--- config.mk ---
export PLATFORM = sky130hd
export DESIGN_NAME = swire_bit_engine
export DESIGN_NICKNAME = d
export VERILOG_FILES = /design/src/rtl/swire_pkg.sv /design/src/rtl/swire_datapath.sv /design/src/rtl/swire_ctrl.sv /design/src/rtl/swire_bit_engine.sv
export SDC_FILE = /design/constraint.sdc
export NUM_CORES = 1
export LEC_CHECK = 0
export BUFFER_PORTS_ARGS = -buffer_cell sky130_fd_sc_hd__clkbuf_2
export CORE_ASPECT_RATIO = 1.2
export CORE_MARGIN = 2
export CORE_UTILIZATION = 40
export DETAILED_ROUTE_END_ITERATION = 16
export PLACE_DENSITY = 0.69
export SLEW_MARGIN = 30
export SYNTH_ARGS = -nofsm -noshare
export SYNTH_HDL_FRONTEND = slang
export SYNTH_SLANG_ARGS = --single-unit
--- constraint.sdc ---
create_clock -name clk -period 8.8 [get_ports clk]
set_input_delay 0.44 -clock clk [delete_from_list [all_inputs] [get_ports clk]]
set_output_delay 0.44 -clock clk [all_outputs]
set_load 0.02 [all_outputs]
--- src/rtl/swire_pkg.sv ---
package swire_pkg;

  // Phases of one byte request
  typedef enum logic [2:0] {
    PH_IDLE,
    PH_DATA,
    PH_ACKOUT,
    PH_ACKWAIT,
    PH_ACKHOLD
  } phase_e;

  // Strobes from control to datapath
  typedef struct packed {
    logic start;       // request accepted: load byte, quarter length, clear counters
    logic run;         // quarter timer runs
    logic clrQuarter;  // restart quarter index (slave reply found)
    logic takeFirst;   // capture first-quarter sample
    logic takeBit;     // decode bit from both samples
    logic bitEnd;      // end of a data bit: advance shift and bit index
    logic pollInc;     // one more unsuccessful poll
    logic commitRx;    // publish received byte
    logic driveOn;     // engine owns the line
    logic useAckSym;   // drive the acknowledge symbol instead of data
    logic ackSym;      // acknowledge symbol value (1 = low then high)
  } dpCtrl_t;

  // Status from datapath to control
  typedef struct packed {
    logic       qTick;
    logic [1:0] qIdx;
    logic       lastBit;
    logic       pollLast;
    logic       firstSample;
    logic       lineNow;
  } dpStat_t;

endpackage

--- src/rtl/swire_datapath.sv ---
module swire_datapath
  import swire_pkg::*;
#(
  parameter int DATA_BITS   = 8,
  parameter int QUARTER_W   = 16,
  parameter int MIN_QUARTER = 4,
  parameter int POLL_LIMIT  = 20,
  parameter int SYNC_STAGES = 2
) (
  input  logic                 clk,
  input  logic                 rstN,
  input  logic [QUARTER_W-1:0] quarterTicks,
  input  logic [DATA_BITS-1:0] txByte,
  input  dpCtrl_t              ctl,
  input  logic                 lineIn,
  output dpStat_t              stat,
  output logic                 lineOe,
  output logic                 lineOut,
  output logic [DATA_BITS-1:0] rxByte
);

  localparam int BIT_W  = (DATA_BITS > 1) ? $clog2(DATA_BITS) : 1;
  localparam int POLL_W = (POLL_LIMIT > 1) ? $clog2(POLL_LIMIT) : 1;
  localparam logic [QUARTER_W-1:0] Q_FLOOR = QUARTER_W'(MIN_QUARTER);

  logic [QUARTER_W-1:0] qLen;
  logic [QUARTER_W-1:0] qCnt;
  logic [1:0]           qIdx;
  logic [BIT_W-1:0]     bitIdx;
  logic [POLL_W-1:0]    pollCnt;
  logic [DATA_BITS-1:0] txShift;
  logic [DATA_BITS-1:0] rxShift;
  logic                 firstSample;
  logic [SYNC_STAGES-1:0] syncQ;
  logic                 lineNow;
  logic                 qTick;
  logic                 symBit;

  // Input synchronizer, depth chosen by parameter
  generate
    if (SYNC_STAGES > 1) begin : g_syncChain
      always_ff @(posedge clk or negedge rstN) begin
        if (!rstN) syncQ <= '1;
        else       syncQ <= {syncQ[SYNC_STAGES-2:0], lineIn};
      end
    end else begin : g_syncSingle
      always_ff @(posedge clk or negedge rstN) begin
        if (!rstN) syncQ <= '1;
        else       syncQ <= lineIn;
      end
    end
  endgenerate

  assign lineNow = syncQ[SYNC_STAGES-1];

  // Quarter-bit timer
  assign qTick = ctl.run && (qCnt == qLen - QUARTER_W'(1));

  always_ff @(posedge clk or negedge rstN) begin
    if (!rstN) begin
      qLen <= Q_FLOOR;
      qCnt <= '0;
      qIdx <= '0;
    end else begin
      if (ctl.start) begin
        qLen <= (quarterTicks < Q_FLOOR) ? Q_FLOOR : quarterTicks;
        qCnt <= '0;
        qIdx <= '0;
      end else if (ctl.run) begin
        qCnt <= qTick ? '0 : qCnt + QUARTER_W'(1);
        if (ctl.clrQuarter)  qIdx <= '0;
        else if (qTick)      qIdx <= qIdx + 2'd1;
      end
    end
  end

  // Bit and poll counters
  always_ff @(posedge clk or negedge rstN) begin
    if (!rstN) begin
      bitIdx  <= '0;
      pollCnt <= '0;
    end else if (ctl.start) begin
      bitIdx  <= '0;
      pollCnt <= '0;
    end else begin
      if (ctl.bitEnd)  bitIdx  <= bitIdx + BIT_W'(1);
      if (ctl.pollInc) pollCnt <= pollCnt + POLL_W'(1);
    end
  end

  // Shift registers and sampling
  always_ff @(posedge clk or negedge rstN) begin
    if (!rstN) begin
      txShift     <= '0;
      rxShift     <= '0;
      firstSample <= 1'b1;
      rxByte      <= '0;
    end else begin
      if (ctl.start)          txShift <= txByte;
      else if (ctl.bitEnd)    txShift <= {txShift[DATA_BITS-2:0], 1'b0};
      if (ctl.takeFirst)      firstSample <= lineNow;
      if (ctl.takeBit)        rxShift <= {rxShift[DATA_BITS-2:0], ~firstSample};
      if (ctl.commitRx)       rxByte <= rxShift;
    end
  end

  // Line drive: first half carries the inverse of the symbol, second half the symbol
  assign symBit  = ctl.useAckSym ? ctl.ackSym : txShift[DATA_BITS-1];
  assign lineOe  = ctl.driveOn;
  assign lineOut = ctl.driveOn ? (qIdx[1] ? symBit : ~symBit) : 1'b1;

  assign stat.qTick       = qTick;
  assign stat.qIdx        = qIdx;
  assign stat.lastBit     = (bitIdx == BIT_W'(DATA_BITS - 1));
  assign stat.pollLast    = (pollCnt == POLL_W'(POLL_LIMIT - 1));
  assign stat.firstSample = firstSample;
  assign stat.lineNow     = lineNow;

  AST_QLEN_FLOOR: assert property (@(posedge clk) disable iff (!rstN)
    ctl.run |-> (qLen >= Q_FLOOR));
  AST_QLEN_FROZEN: assert property (@(posedge clk) disable iff (!rstN)
    ctl.run |=> $stable(qLen));
  AST_POLL_BOUND: assert property (@(posedge clk) disable iff (!rstN)
    pollCnt < POLL_W'(POLL_LIMIT));
  AST_RX_KEEP: assert property (@(posedge clk) disable iff (!rstN)
    !ctl.commitRx |=> $stable(rxByte));

endmodule

--- src/rtl/swire_ctrl.sv ---
module swire_ctrl
  import swire_pkg::*;
(
  input  logic    clk,
  input  logic    rstN,
  input  logic    opValid,
  input  logic    opRead,
  input  logic    moreBytes,
  input  logic    noSak,
  input  dpStat_t stat,
  output dpCtrl_t ctl,
  output logic    busy,
  output logic    done,
  output logic    err
);

  phase_e phase, phaseNx;
  logic   modeRead, modeMore, modeNoSak;
  logic   finish, finishErr;
  logic   replySeen;

  assign replySeen = modeNoSak ? stat.lineNow : ~stat.lineNow;

  always_comb begin
    ctl       = '0;
    phaseNx   = phase;
    finish    = 1'b0;
    finishErr = 1'b0;
    ctl.run   = (phase != PH_IDLE);
    case (phase)
      PH_IDLE: begin
        if (opValid) begin
          ctl.start = 1'b1;
          phaseNx   = PH_DATA;
        end
      end
      PH_DATA: begin
        ctl.driveOn = ~modeRead;
        if (stat.qTick) begin
          if (modeRead && stat.qIdx == 2'd0) ctl.takeFirst = 1'b1;
          if (modeRead && stat.qIdx == 2'd2) begin
            if (stat.firstSample == stat.lineNow) begin
              finish    = 1'b1;
              finishErr = 1'b1;
            end else begin
              ctl.takeBit = 1'b1;
            end
          end
          if (stat.qIdx == 2'd3) begin
            ctl.bitEnd = 1'b1;
            if (stat.lastBit) phaseNx = PH_ACKOUT;
          end
        end
      end
      PH_ACKOUT: begin
        ctl.driveOn   = 1'b1;
        ctl.useAckSym = 1'b1;
        ctl.ackSym    = modeMore;
        if (stat.qTick && stat.qIdx == 2'd3) phaseNx = PH_ACKWAIT;
      end
      PH_ACKWAIT: begin
        if (stat.qTick) begin
          if (replySeen) begin
            ctl.clrQuarter = 1'b1;
            phaseNx        = PH_ACKHOLD;
          end else if (stat.pollLast) begin
            finish    = 1'b1;
            finishErr = 1'b1;
          end else begin
            ctl.pollInc = 1'b1;
          end
        end
      end
      PH_ACKHOLD: begin
        if (stat.qTick && stat.qIdx == 2'd3) begin
          finish = 1'b1;
          if (!modeNoSak && !stat.lineNow) finishErr = 1'b1;
          else                             ctl.commitRx = modeRead;
        end
      end
      default: phaseNx = PH_IDLE;
    endcase
    if (finish) phaseNx = PH_IDLE;
  end

  always_ff @(posedge clk or negedge rstN) begin
    if (!rstN) begin
      phase     <= PH_IDLE;
      modeRead  <= 1'b0;
      modeMore  <= 1'b0;
      modeNoSak <= 1'b0;
      done      <= 1'b0;
      err       <= 1'b0;
    end else begin
      phase <= phaseNx;
      done  <= finish;
      if (ctl.start) begin
        modeRead  <= opRead;
        modeMore  <= moreBytes;
        modeNoSak <= noSak;
        err       <= 1'b0;
      end else if (finish) begin
        err <= finishErr;
      end
    end
  end

  assign busy = (phase != PH_IDLE);

  AST_DONE_SINGLE: assert property (@(posedge clk) disable iff (!rstN)
    done |=> !done);
  AST_ERR_CLEAR_BUSY: assert property (@(posedge clk) disable iff (!rstN)
    busy |-> !err);
  AST_ERR_WITH_DONE: assert property (@(posedge clk) disable iff (!rstN)
    $rose(err) |-> done);
  AST_BUSY_IGNORES: assert property (@(posedge clk) disable iff (!rstN)
    (busy && opValid) |-> !ctl.start);

endmodule

--- src/rtl/swire_bit_engine.sv ---
module swire_bit_engine
  import swire_pkg::*;
#(
  parameter int DATA_BITS   = 8,
  parameter int QUARTER_W   = 16,
  parameter int MIN_QUARTER = 4,
  parameter int POLL_LIMIT  = 20,
  parameter int SYNC_STAGES = 2
) (
  input  logic                 clk,
  input  logic                 rstN,
  input  logic [QUARTER_W-1:0] quarterTicks,
  input  logic                 opValid,
  input  logic                 opRead,
  input  logic                 moreBytes,
  input  logic                 noSak,
  input  logic [DATA_BITS-1:0] txByte,
  input  logic                 lineIn,
  output logic                 lineOe,
  output logic                 lineOut,
  output logic                 busy,
  output logic                 done,
  output logic                 err,
  output logic [DATA_BITS-1:0] rxByte
);

  dpCtrl_t ctl;
  dpStat_t stat;

  swire_ctrl uCtrl (
    .clk       (clk),
    .rstN      (rstN),
    .opValid   (opValid),
    .opRead    (opRead),
    .moreBytes (moreBytes),
    .noSak     (noSak),
    .stat      (stat),
    .ctl       (ctl),
    .busy      (busy),
    .done      (done),
    .err       (err)
  );

  swire_datapath #(
    .DATA_BITS   (DATA_BITS),
    .QUARTER_W   (QUARTER_W),
    .MIN_QUARTER (MIN_QUARTER),
    .POLL_LIMIT  (POLL_LIMIT),
    .SYNC_STAGES (SYNC_STAGES)
  ) uData (
    .clk          (clk),
    .rstN         (rstN),
    .quarterTicks (quarterTicks),
    .txByte       (txByte),
    .ctl          (ctl),
    .lineIn       (lineIn),
    .stat         (stat),
    .lineOe       (lineOe),
    .lineOut      (lineOut),
    .rxByte       (rxByte)
  );

  AST_IDLE_RELEASED: assert property (@(posedge clk) disable iff (!rstN)
    !busy |-> !lineOe);

endmodule

## Word-level counts from Yosys, hierarchy flattened

Cells that the tools add are included.

- Bitwise logic cells: 4
- Reduce and logical (&&, ||, !) cells: 17
- Multiplexer cells: 60
- Order comparisons: 1
- Add/sub/neg operators: 5
- Eq/ne operators: 18

Operator list:

| kind | count |
|---|---|
| 16-bit two-way mux | 4 |
| 3-bit two-way mux | 12 |
| 1-bit two-way mux | 31 |
| 16-bit by 1-bit adder with 16-bit output, second input constant | 1 |
| 16-bit equality test | 1 |
| 16-bit by 3-bit < comparator with 1-bit output, second input constant | 1 |
| 8-bit two-way mux | 2 |
| 16-bit by 1-bit subtractor with 16-bit output, second input constant | 1 |
| 3-bit by 1-bit != test with 1-bit output, second input constant | 5 |
| 3-bit one-hot mux with 5 select lines | 1 |
| 2-bit two-way mux | 5 |
| 5-bit two-way mux | 2 |
| 8-bit AND reduction | 1 |
| 2-bit nonzero test | 4 |
| 3-bit by 2-bit equality test with 1-bit output, second input constant | 2 |
| 3-bit equality test, second input constant | 2 |
| 3-bit by 2-bit != test with 1-bit output, second input constant | 2 |
| 1-bit one-hot mux with 3 select lines | 2 |
| 3-bit nonzero test | 2 |
| 5-bit by 1-bit adder with 5-bit output, second input constant | 1 |
| 5-bit equality test, second input constant | 1 |
| 1-bit logical AND | 5 |
| 2-bit equality test, second input constant | 2 |
| 1-bit NOT | 4 |
| other kinds (10) | 11 |

- Register bits after elaboration: 77
- Output and inout port bits: 13
- Logic and storage cells: 121
- Input bits: 31

## Depth between registers and ports, before layout

Gate-level depths: netlist of run 1.

- Depth after elaboration: 8
- Depth in mapped cells: 12
- Gate-level depth less buffers: 10

## By module

Synthesis of run 1 repeated with hierarchy kept, for this count alone.

- Cell total of the unflattened synthesis: 455
- Area total of the unflattened synthesis: 4364.2 µm²

Modules (own cells, without submodules):

| module | area each (µm²) | times used | sequential area each (µm²) | cells each |
|---|---|---|---|---|
| swire_datapath | 3771.1 | 1 | 1731.7 | 388 |
| swire_ctrl | 593.1 | 1 | 200.2 | 67 |

## Least setup slack after synthesis of run 1

OpenSTA, ideal clock, no wires.

- Kind: reg2reg
- Start point: register uData.qLen[5]
- End point: register uData.rxShift[1]
- Buffers on the path: 2
- Library setup time: 125 ps
- Stages on the path, launching flop included: 11
- Arrival: 3166 ps
- Path slack: 5509 ps
- Required time: 8675 ps
- Clock period less this slack: 3291 ps
- Cells stage by stage: dfrtp_1 clkbuf_1 or4_1 nor4_1 mux2i_1 o221ai_1 nor4_2 nand2_2 or4_1 buf_4 mux2_4

- Longest elaborated chain between the ends: 5

RTL lines:

| element | RTL line | source |
|---|---|---|
| start, declared | swire_datapath.sv:26 | `logic [QUARTER_W-1:0] qLen;` |
| start signal, assigned | swire_datapath.sv:66 | `qLen <= (quarterTicks < Q_FLOOR) ? Q_FLOOR : quarterTicks;` |
| 16-bit by 1-bit subtractor with 16-bit output | swire_datapath.sv:57 | `assign qTick = ctl.run && (qCnt == qLen - QUARTER_W'(1));` |
| 16-bit equality test | swire_datapath.sv:57 |  |
| 1-bit logical AND | swire_datapath.sv:57 |  |
| 3-bit two-way mux | swire_ctrl.sv:39 | `if (stat.qTick) begin` |
| 3-bit two-way mux | swire_ctrl.sv:30 | `case (phase)` |
| end signal, assigned | swire_datapath.sv:102 | `if (ctl.takeBit) rxShift <= {rxShift[DATA_BITS-2:0], ~firstSample};` |
| end, declared | swire_datapath.sv:32 | `logic [DATA_BITS-1:0] rxShift;` |

Every way passes these cells.
A chain may end at the register's enable or synchronous reset.

## Worst setup path in the final report of run 1

- Start point: register uData.qLen[4]
- End point: register uData.rxShift[6]

Same word-level chain as after synthesis.

==> qor.yml, run 1 <==
drt:
  drtIter0Drc: 190
  wl_per_cell_um: 14.94
  viasPerCell: 5.555
  drc: 0
  wirelength_mm: 8.932
  vias: 3322
  dr.pass1.iters: 5
  ant_nets: 0
job:
  maxCapViolCount: 0
yosys:
  synth-edff-count: 0
  yosys.area.top_type: "dfrtp_1"
  synth_cell_types: 58
  yosysSeqAreaShare_pct: 46.38
  yosysMostFrequentCell: "nand2_1"
  syn-num-nets: 469
  ys_ff_latch: 77
  synth_top_cells_by_count: "nand2_1, dfrtp_1, nor2_1"
  synthCells: 429
  synth_ff_type: "dfrtp_1"
  synth_area_leaders: "dfrtp_1, nand2_1, mux2_4, xnor2_1, ha_1"
  syn_area_sq_um: 4165
  synth_top_area_share_pct: 43.86
  yosys_warnings: 0
  async_reset_ff_share_pct: 100.0
  synth.avg_cell_area_sq_um: 9.709
layout:
  area.growth.synth_to_final_pct: 16.31
  postLayoutCoreUtil_pct: 48.16
  fillers: 894
  nets: 507
  layout-drive-gt1-share_pct: 19.70
  antenna_cells: 0
clock_tree:
  root_buffer: "clkbuf_16"
  clk_latency_ps: 340
  cts_resized: 0
  post_cts_buffers: 0
  cts_tree: "built"
  clock_path_buffers: 2
  cts.htree.levels: 3
  clkTransAtPathRegs_ps: 60
  cts_sinks: 77
  cts_inserted_buffers: 9
  holdBufCountCts: 0
critical_path:
  path_buf_inv: 1
  start_kind: "flip-flop"
  required_ps: 9020
  cp_max_fo: 11
  critical_path_class: "reg -> reg"
  cpLargestDelayFamily: "simple AND/OR/NAND/NOR gates"
  cp_data_arrival_time_ps: 4000
  critPathCaptureType: "flip-flop"
  cp_cell_sequence: "or4_1, nor4_1, mux2i_1, o221ai_1, nor4_2, buf_4, nand2_2, or4_1, mux2_4"
  slowest_stage: "or4_1"
  max_stage_delay_ps: 670
  cpMostUsedCell: "or4_1"
outcome:
  outcome: "completed"
floorplan:
  coreArea_sq_um: 10060
  die_x_um: 97.16
  rows: 40
  ios: 44
  die_area_sq_um: 11250
  fp.dieH_um: 115.8
  start_util_pct: 41.41
sta:
  fmax_mhz: 264.6
  layout_min_cycle_time_ps: 3779
  max_slew_margin_pct: 51.67
  final_hold_viol_count: 0
  holdWs_ps: 95.90
  skew_ps: 8.096
  maxSlewViolCount: 0
  setup_violations: 0
  period_share_pct: 42.94
  rsz0062_at_grt: "no"
  worstMarginPinSlew_ps: 722.3
  tns_ps: 0
power:
  pwr_density_cell_nw_per_um2: 166.8
  vdd_drop_max_v: 0.00009339
  leakagePower_nw: 2.326
global_routing:
  antenna_found_initial: 0
  track_usage_pct: 16.77
  overflow: 0
  grt_pass1_vias: 3186
  grt_first_pass_wirelength_mm: 15.17
  grt_max_degree: 78
placement:
  gp_congestion: 0.8417
  hpwlAfterDp_mm: 6.341
  portBuffers: 43
min_path:
  hold_path_class: "in -> async"
## worst register-to-register path, stage by stage, from the launching register on
cell,delay [ps]
dfrtp_1,490
or4_1,620
nor4_1,430
mux2i_1,290
o221ai_1,170
nor4_2,250
buf_4,210
nand2_2,140
or4_1,680
mux2_4,380
## kinds of logic (layout without fill, tap and decap cells)
family | after synthesis | count (layout) | share of synthesized area (%)
compound gates | 78 | 78 | 12.41
xor+xnor | 24 | 24 | 5.377
fa+ha+maj | 9 | 9 | 2.704
buf+inv | 30 | 73 | 2.854
flops | 77 | 77 | 46.38
mux | 22 | 22 | 7.149
simple gates | 189 | 189 | 23.13
## per-layer routing
metal | track usage [%] | part of all wire [%]
met1 | 21.17 | 46
met2 | 28.01 | 48
met3 | 3.257 | 3.9
met4 | 7.981 | 2.2
met5 | 0 | 0
## per-stage QoR
stage | total power, mW | cells | area (sq um) | worst slack (ps)
floorplan | 0.3628 | 429 | 4165 | 5509
global placement | 0.3777 | 582 | 4482 | 5133
detailed placement | 0.3780 | 582 | 4483 | 5023
CTS | 0.8167 | 598 | 4838 | 5005
global route | 0.8311 | 598 | 4845 | 4782
finish | 0.8083 | 598 | 4845 | 5021
## final timing paths
check | start | depth (start not counted) | slack [ps] | endpoint
worst max-delay path | uData.qLen[4]$_DFFE_PN0P_ | 9 | 5020 | uData.rxShift[6]$_DFFE_PN0P_
worst min-delay path | rstN | 1 | 100 | uData.qLen[9]$_DFFE_PN0P_
worst max register to register | uData.qLen[4]$_DFFE_PN0P_ | 9 | 5020 | uData.rxShift[6]$_DFFE_PN0P_
worst min register to register | uData.syncQ[0]$_DFF_PN1_ | 0 | 360 | uData.syncQ[1]$_DFF_PN1_
max in group asynchronous | rstN | 1 | 8200 | uData.qCnt[6]$_DFFE_PN0P_
min in group clk | lineIn | 1 | 180 | uData.syncQ[0]$_DFF_PN1_
## state kept, by name (all words and copies together), names as in the netlist, 3 cells and up
| name | flops |
|---|---|
| uData.qCnt | 16 |
| uData.qLen | 16 |
| uData.pollCnt | 5 |
| uCtrl.phase | 3 |
| uData.rxByte | 8 |
| uData.rxShift | 8 |
| uData.bitIdx | 3 |
| uData.txShift | 8 |
## cells in the final DEF (no fill, tap or decap), types with 6 or more instances in the layout
cell type and n:
o21ai_0 17, mux2_4 15, xor2_1 9, a31oi_1 7
inv_1 12, nor3_1 12, nor2_1 27, nand3_1 14
or4_1 9, a21oi_1 16, clkbuf_16 9, nor4_1 8
nand2b_1 6, o22ai_1 6, xnor2_1 14, o22a_1 7
or3_1 6, ha_1 9, nand2_1 73, clkbuf_2 42
o21a_1 7, dfrtp_1 73, and3_1 9
## cell type report
| type | count | area, sq um | area share (%) |
|---|---|---|---|
| Clock inverter | 6 | 116.4 | 2.402 |
| Inverter | 12 | 45.04 | 0.9298 |
| Tap cell | 126 | 157.7 | 3.254 |
| Clock buffer | 10 | 239.0 | 4.933 |
| Sequential cell | 77 | 1932 | 39.88 |
| Timing Repair Buffer | 45 | 236.5 | 4.881 |
| Multi-Input combinational cell | 322 | 2118 | 43.72 |
## power by group
| group | switching [mW] | internal, mW |
|---|---|---|
| logic | 0.0102 | 0.00573 |
| registers | 0.000328 | 0.355 |
| clock network | 0.150 | 0.287 |
(Power assumes the default switching activity.)
==> run 2: changes to the inputs <==
--- a/config.mk
+++ b/config.mk
@@ -5,6 +5,7 @@
 export SDC_FILE = /design/constraint.sdc
 export NUM_CORES = 1
 export LEC_CHECK = 0
+export ABC_AREA = 1
 export BUFFER_PORTS_ARGS = -buffer_cell sky130_fd_sc_hd__clkbuf_2
 export CORE_ASPECT_RATIO = 1.2
 export CORE_MARGIN = 2
==> constraint.sdc (replaced) <==
create_clock -name clk -period 3.8 [get_ports clk]
set_input_delay 0.19 -clock clk [delete_from_list [all_inputs] [get_ports clk]]
set_output_delay 0.19 -clock clk [all_outputs]
set_load 0.02 [all_outputs]
==> qor.yml, run 2 <==
outcome:
  outcome: "completed"
yosys:
  synth.avg_cell_area_sq_um: 7.716  # -21%
  synth_top_area_share_pct: 38.81  # -5.0 points
  async_reset_ff_share_pct: 100.0  # unchanged
  synth_area_leaders: "dfrtp_1, nand2_1, inv_1, nor2_1, nand3_1"
  synth-simple-area-share_pct: 35.62  # +12 points
  synth_cell_types: 44  # -24%
  synth_top_cells_by_count: "nand2_1, inv_1, nor2_1"
  synthCells: 610  # +42%
  yosys_warnings: 0  # unchanged
  syn_area_sq_um: 4707  # +13%
  yosysSeqAreaShare_pct: 41.04  # -5.3 points
  synth_compound_area_share_pct: 8.586  # -3.8 points
  synth_fa_ha_area_share_pct: 2.392  # -0.31 points
  yosysMostFrequentCell: "nand2_1"
  synthXorXnorAreaFrac_pct: 4.094  # -1.3 points
  synth_top_family_by_area: "simple AND/OR/NAND/NOR gates"
  synth-edff-count: 0  # unchanged
  yosys.area.top_type: "dfrtp_1"
  ys_ff_latch: 77  # unchanged
  synth_ff_type: "dfrtp_1"
  syn-num-nets: 650  # +39%
  synth.area.mux_share_pct: 0.2127  # -6.9 points
power:
  leakagePower_nw: 2.694  # +16%
  vdd_drop_max_v: 0.0003190  # +240%
  pwr_density_cell_nw_per_um2: 665.2  # +300%
  p_int_mw: 2.062  # +220%
  seqPwrFrac_pct: 33.6  # -10 points
  clkPwrFrac_pct: 26.1  # -28 points
  p_sw_mw: 1.533  # +850%
  netSwitchingFraction_pct: 42.64  # +23 points
  power_mw: 3.594  # +340%
  comb_power_share_pct: 40.2  # +38 points
sta:
  rsz0062_at_grt: "no"
  setup_violations: 0  # unchanged
  maxSlewViolCount: 0  # unchanged
  worstMarginPinSlew_ps: 734.9  # +12.58 ps
  holdWs_ps: 58.50  # -37.40 ps
  tns_ps: 0  # unchanged
  period_share_pct: 72.88  # +30 points
  skew_ps: 10.75  # +2.649 ps
  final_hold_viol_count: 0  # unchanged
  fmax_mhz: 361.1  # +36%
  layout_min_cycle_time_ps: 2770  # -1009 ps
  max_slew_margin_pct: 50.56  # -1.1 points
  fin_ws_ps: 1030  # -3991 ps
clock_tree:
  cts.htree.levels: 3  # unchanged
  cts_tree: "built"
  clkTransAtPathRegs_ps: 60  # about the same
  cts_sinks: 77  # unchanged
  cts_inserted_buffers: 9  # unchanged
  root_buffer: "clkbuf_16"
  cts_resized: 0  # unchanged
  clk_latency_ps: 340  # about the same
  clock_path_buffers: 2  # unchanged
layout:
  area.growth.synth_to_final_pct: 14.81
  final_area_sq_um: 5404  # +12%
  antenna_cells: 0  # unchanged
  postLayoutCoreUtil_pct: 46.94  # -1.2 points
  reg_top3: "uData.qCnt: 16 flops, uData.qLen: 16 flops"
  layout_commonest_cell: "nand2_1"
  nets: 695  # +37%
  layout-drive-gt1-share_pct: 19.09  # -0.61 points
  layoutNonFillerInstCount: 817  # +37%
  final_cell_mix: "nand2_1, inv_1, nor2_1, dfrtp_1"
drt:
  drtIter0Drc: 300  # +58%
  wl_met2_mm: 5.628  # +31%
  met3_length_um: 418  # +20%
  drc: 0  # unchanged
  wirelength_mm: 11.11  # +24%
  ant_nets: 0  # unchanged
  wl_per_cell_um: 13.59  # -9.0%
  dr.pass1.iters: 4  # -1
  viasPerCell: 4.879  # -12%
  vias: 3986  # +20%
  wl_met1_mm: 4.876  # +19%
  topRoutingLayerUsed: "met4"
placement:
  gp_congestion: 0.8786  # +4.4%
  postPlaceCellArea_sq_um: 5057  # +13%
  post-place-ws_ps: 1058  # -3966 ps
  portBuffers: 43  # unchanged
  hpwlAfterDp_mm: 8.375  # +32%
  placedCellCount: 799  # +37%
global_routing:
  grt_max_degree: 78  # unchanged
  track_usage_pct: 19.25  # +2.5 points
  grt_first_pass_wirelength_mm: 18.89  # +25%
  overflow: 0  # unchanged
  antenna_found_initial: 0  # unchanged
  grt_pass1_vias: 3927  # +23%
floorplan:
  die_area_sq_um: 12650  # +12%
  fp.dieH_um: 122.8  # +6.1%
  coreArea_sq_um: 11510  # +14%
  start_util_pct: 40.88  # -0.52 points
  rows: 43  # +7.5%
  ios: 44  # unchanged
  die_x_um: 103.0  # +6.0%
critical_path:
  r2r-start: "uData.qLen[0]$_DFFE_PN0P_"
  critical_path_class: "reg -> reg"
  start_kind: "flip-flop"
  max_stage_delay_ps: 430  # -240 ps
  path_buf_inv: 2  # +1
  cpLargestDelayFamily: "simple AND/OR/NAND/NOR gates"
  slowest_stage: "nand2_1"
  critPathCaptureType: "flip-flop"
  cp_max_fo: 15  # +4
  required_ps: 4040  # -4980 ps
  cp_data_arrival_time_ps: 3010  # -990 ps
  cp_cell_sequence: "inv_1, ha_1, nand2_4, nor2_1, nand3_1, a21oi_2, inv_1, nor3_2, nand2_1, nand2_1, nand4_1, o21ai_0"
  crit_path_start: "uData.qLen[0]$_DFFE_PN0P_"
job:
  maxCapViolCount: 0  # unchanged
min_path:
  hp-start: "opRead"
  hold_path_class: "in -> reg"
[run 2: changes by cell type after synthesis, moves of 8 or more]
cell	delta
nand2_1	+93
a21oi_1	-10
or4_1	-9
nor2_2	+9
mux2_4	-15
clkbuf_1	-8
o21ai_2	+16
nand3_1	+28
inv_1	+67
nor2_1	+47
nand4_1	+9
[run 2: kinds of logic after synthesis]
| logic type | after synthesis |
|---|---|
| multiplexers | 1 |
| XOR/XNOR | 22 |
| adder cells (fa/ha/maj) | 9 |
| buffers and inverters | 94 |
| AND/OR/NAND/NOR | 352 |
| AO/OA/AOI/OAI | 55 |
| flip-flops | 77 |
[run 2: path summary, 6_finish.rpt]
| check | end | slack, ps | depth (start not counted) |
|---|---|---|---|
| worst min-delay path | uCtrl.modeRead$_DFFE_PN0P_ | 60 | 3 |
| worst min register to register | uData.syncQ[1]$_DFF_PN1_ | 360 | 0 |
| worst max-delay path | uData.qIdx[0]$_DFFE_PN0P_ | 1030 | 12 |
| max in group asynchronous | uData.qLen[1]$_DFFE_PN0P_ | 2880 | 2 |
| worst max register to register | uData.qIdx[0]$_DFFE_PN0P_ | 1030 | 12 |
| min in group asynchronous | uData.rxShift[5]$_DFFE_PN0P_ | 450 | 2 |
[run 2: worst reg2reg max path, delay by kind of cell (launching register included)]
family	cells	cell delay, ps
simple gates	7	1410
flops	1	390
compound gates	2	320
fa+ha+maj	1	310
buf+inv	2	250
[run 2: routing by layer]
layer / vias up / GRT usage (%)
met5: - / 0
met4: 0 / 5.921
met3: 13 / 3.303
met2: 80 / 33.36
met1: 1864 / 24.30
li1: 2029 / -
[run 2: layout make-up]
| type | count | area, sq um |
|---|---|---|
| repair buffers | 46 | 249.0 |
| well taps | 157 | 196.4 |
| inverters | 82 | 307.8 |
| clock buffers | 9 | 225.2 |
| fillers | 1181 | 6110 |
| flip-flops and latches | 77 | 1932 |
| multi-input cells | 439 | 2396 |
| clock inverters | 7 | 97.59 |
[run 2: power groups by stage]
stage          clock, mW  combinational (mW)  sequential (mW)
2_1_floorplan          0                1.13             1.17
3_3_place_gp           0                1.43             1.22
3_5_place_dp           0                1.44             1.22
4_1_cts            0.955                1.46             1.21
5_1_grt            0.989                1.65             1.24
6_report           0.939                1.45             1.21
[run 2: timing repair]
action	4_1_cts	5_1_grt
hold buffers	1	1
setup endpoints to repair	0	0
buffers inserted	0	0
endpoints found under the hold margin	1	73
==> run 3: changes to the inputs <==
--- a/config.mk
+++ b/config.mk
@@ -11,7 +11,7 @@
 export CORE_MARGIN = 2
 export CORE_UTILIZATION = 40
 export DETAILED_ROUTE_END_ITERATION = 16
-export PLACE_DENSITY = 0.69
+export PLACE_DENSITY = 0.71
 export SLEW_MARGIN = 30
 export SYNTH_ARGS = -nofsm -noshare
 export SYNTH_HDL_FRONTEND = slang
==> constraint.sdc (replaced) <==
create_clock -name clk -period 2.25 [get_ports clk]
set_input_delay 0.1125 -clock clk [delete_from_list [all_inputs] [get_ports clk]]
set_output_delay 0.1125 -clock clk [all_outputs]
set_load 0.02 [all_outputs]
==> qor.yml, run 3 (same netlist as run 2, synthesis figures left out) <==
layout:
  layout_commonest_cell: "nand2_1"
  fillers: 1030  # -13%
  postLayoutCoreUtil_pct: 56.79  # +9.9 points
  nets: 767  # +10%
  reg_top3: "uData.qCnt: 16 flops, uData.qLen: 16 flops"
  antenna_cells: 0  # unchanged
  final_cell_mix: "nand2_1, inv_1, dfrtp_1, nor2_1"
  layout-drive-gt1-share_pct: 38.39  # +19 points
  final_area_sq_um: 6539  # +21%
  area.growth.synth_to_final_pct: 38.92
clock_tree:
  clkTransAtPathRegs_ps: 70  # about the same
  clk_latency_ps: 350  # about the same
  cts_inserted_buffers: 9  # unchanged
  cts.htree.levels: 3  # unchanged
  cts_tree: "built"
  clock_path_buffers: 2  # unchanged
  root_buffer: "clkbuf_16"
  cts_sinks: 77  # unchanged
sta:
  worstMarginPinSlew_ps: 689.6  # -45.29 ps
  fmax_mhz: 415.4  # +15%
  fin_ws_ps: -157.2  # -1188 ps
  final_hold_viol_count: 1  # +1
  max_slew_margin_pct: 54.03  # +3.5 points
  holdWs_ps: -1.321  # -59.82 ps
  setup_violations: 49  # +49
  skew_ps: 10.10  # -0.6489 ps
  rsz0062_at_grt: "yes"
  layout_min_cycle_time_ps: 2407  # -362.3 ps
  maxSlewViolCount: 0  # unchanged
  tns_ps: -4234  # -4234 ps
  period_share_pct: 107.0  # +34 points
drt:
  ant_nets: 0  # unchanged
  wirelength_mm: 12.76  # +15%
  wl_per_cell_um: 14.36  # +5.6%
  drc: 0  # unchanged
  vias: 4466  # +12%
  dr.pass1.iters: 4  # unchanged
  viasPerCell: 5.024  # +3.0%
  drtIter0Drc: 154  # -49%
outcome:
  outcome: "complete, but fails checks"
  violations: "hold timing, setup timing"
placement:
  postPlaceCellArea_sq_um: 5413  # +7.0%
  portBuffers: 43  # unchanged
  hpwlAfterDp_mm: 8.549  # +2.1%
  gp_congestion: 0.8878  # +1.0%
global_routing:
  overflow: 0  # unchanged
  use_met1_pct: 24.86  # +0.56 points
  grt_first_pass_wirelength_mm: 20.04  # +6.1%
  grt_busiest_layer: "met2"
  track_usage_pct: 20.22  # +0.98 points
  grt_max_degree: 78  # unchanged
  grt_use_met3_pct: 3.246  # -0.057 points
  antenna_found_initial: 0  # unchanged
  grt_pass1_vias: 4386  # +12%
  grtUsageMet2_pct: 36.49  # +3.1 points
critical_path:
  path_buf_inv: 3  # +1
  critical_path_class: "reg -> reg"
  cp_max_fo: 5  # -10
  max_stage_delay_ps: 600  # +170 ps
  slowest_stage: "dfstp_2"
  cp_data_arrival_time_ps: 2620  # -390 ps
  cp_cell_sequence: "nor2_4, nand2_8, buf_6, inv_4, nand2_2, nand2_1, nand2_1, nand3_1, nor3_2, buf_4, nand2_4, nor2_8, nand2_4, nor2_2, xor2_1, nor2_1"
  reg2regPathDepth: 16  # +4
  cp.depth: 16  # +4
  cpLargestDelayFamily: "simple AND/OR/NAND/NOR gates"
  start_kind: "flip-flop"
  crit_path_start: "uData.qLen[2]$_DFFE_PN1P_"
  r2r-start: "uData.qLen[2]$_DFFE_PN1P_"
  required_ps: 2460  # -1580 ps
  critPathCaptureType: "flip-flop"
min_path:
  hp-start: "quarterTicks[5]"
  hold_path_class: "in -> reg"
  worstHoldPathCells: 3  # unchanged
floorplan:
  ios: 44  # unchanged
  die_x_um: 103.0  # unchanged
  fp.dieH_um: 122.8  # unchanged
  start_util_pct: 40.88  # unchanged
  coreArea_sq_um: 11510  # unchanged
  die_area_sq_um: 12650  # unchanged
  rows: 43  # unchanged
power:
  vdd_drop_max_v: 0.0005789  # +81%
  pwr_density_cell_nw_per_um2: 1095  # +65%
  leakagePower_nw: 3.171  # +18%
job:
  maxCapViolCount: 0  # unchanged
[run 3: cell types whose count changed in the layout (fill, tap and decap cells not counted), sizes merged]
| cell | previous run | this run |
|---|---|---|
| clkinv | 1 | 0 |
| clkinvlp | 2 | 3 |
| buf | 2 | 60 |
| inv | 84 | 86 |
| dlygate4sd3 | 2 | 13 |
| clkbuf | 51 | 53 |
| bufinv | 2 | 1 |
[run 3: repair_timing]
action                                  4_1_cts  5_1_grt
hold buffers                                 13        0
endpoints found under the setup margin       52       53
gates resized for setup                      35      110
pin swaps                                    16       41
hold endpoints to repair                     85        0
gates cloned                                  1        2
buffers inserted                              5       12
[run 3: area by class of cell]
type | instances | area [sq um] | share of cell area (%)
multi-input cells | 439 | 2841 | 43.46
clock buffers | 9 | 225.2 | 3.444
clock inverters | 7 | 81.33 | 1.244
flip-flops and latches | 77 | 1937 | 29.62
inverters | 82 | 315.3 | 4.822
repair inverters | 1 | 3.754 | 0.05741
well taps | 157 | 196.4 | 3.004
repair buffers | 117 | 938.4 | 14.35
[run 3: path summary, 6_finish.rpt]
kind                                                end  slack [ps]
max                        uData.pollCnt[4]$_DFFE_PN0P_        -160
min                           uData.qLen[5]$_DFFE_PN0P_          -1
max reg2reg                uData.pollCnt[4]$_DFFE_PN0P_        -160
min reg2reg                    uData.syncQ[1]$_DFF_PN1_         360
max in group asynchronous     uData.qLen[3]$_DFFE_PN0P_        1390
min in group asynchronous  uData.rxShift[5]$_DFFE_PN0P_         370
[run 3: report_power, final]
group	internal [mW]	switching, mW
registers	1.72	0.354
logic	1.44	2.13
clock network	0.875	0.636
total	4.03	3.12
[run 3: worst reg2reg max path: stages, from the launching register on]
cell and delay [ps]:
dfstp_2 600, nor2_4 80, nand2_8 100, buf_6 110, inv_4 40, nand2_2 60
nand2_1 60, nand2_1 90, nand3_1 100, nor3_2 200, buf_4 160, nand2_4 70
nor2_8 140, nand2_4 110, nor2_2 150, xor2_1 160, nor2_1 50
[run 3: stage by stage]
step | worst slack [ps] | power, mW | cells
after CTS | -83.94 | 6.669 | 876
final | -157.2 | 7.159 | 889
after global routing | -274.8 | 7.628 | 889
after global placement | -185.0 | 4.787 | 841
after detailed placement | -253.2 | 4.847 | 841
after floorplan | 17.57 | 3.880 | 610
[run 3: layer usage]
metal / routed length (um) / share of wire (%)
met2: 6755 / 53
met3: 392 / 3.1
met5: 0 / 0
met1: 5376 / 42
met4: 238 / 1.9
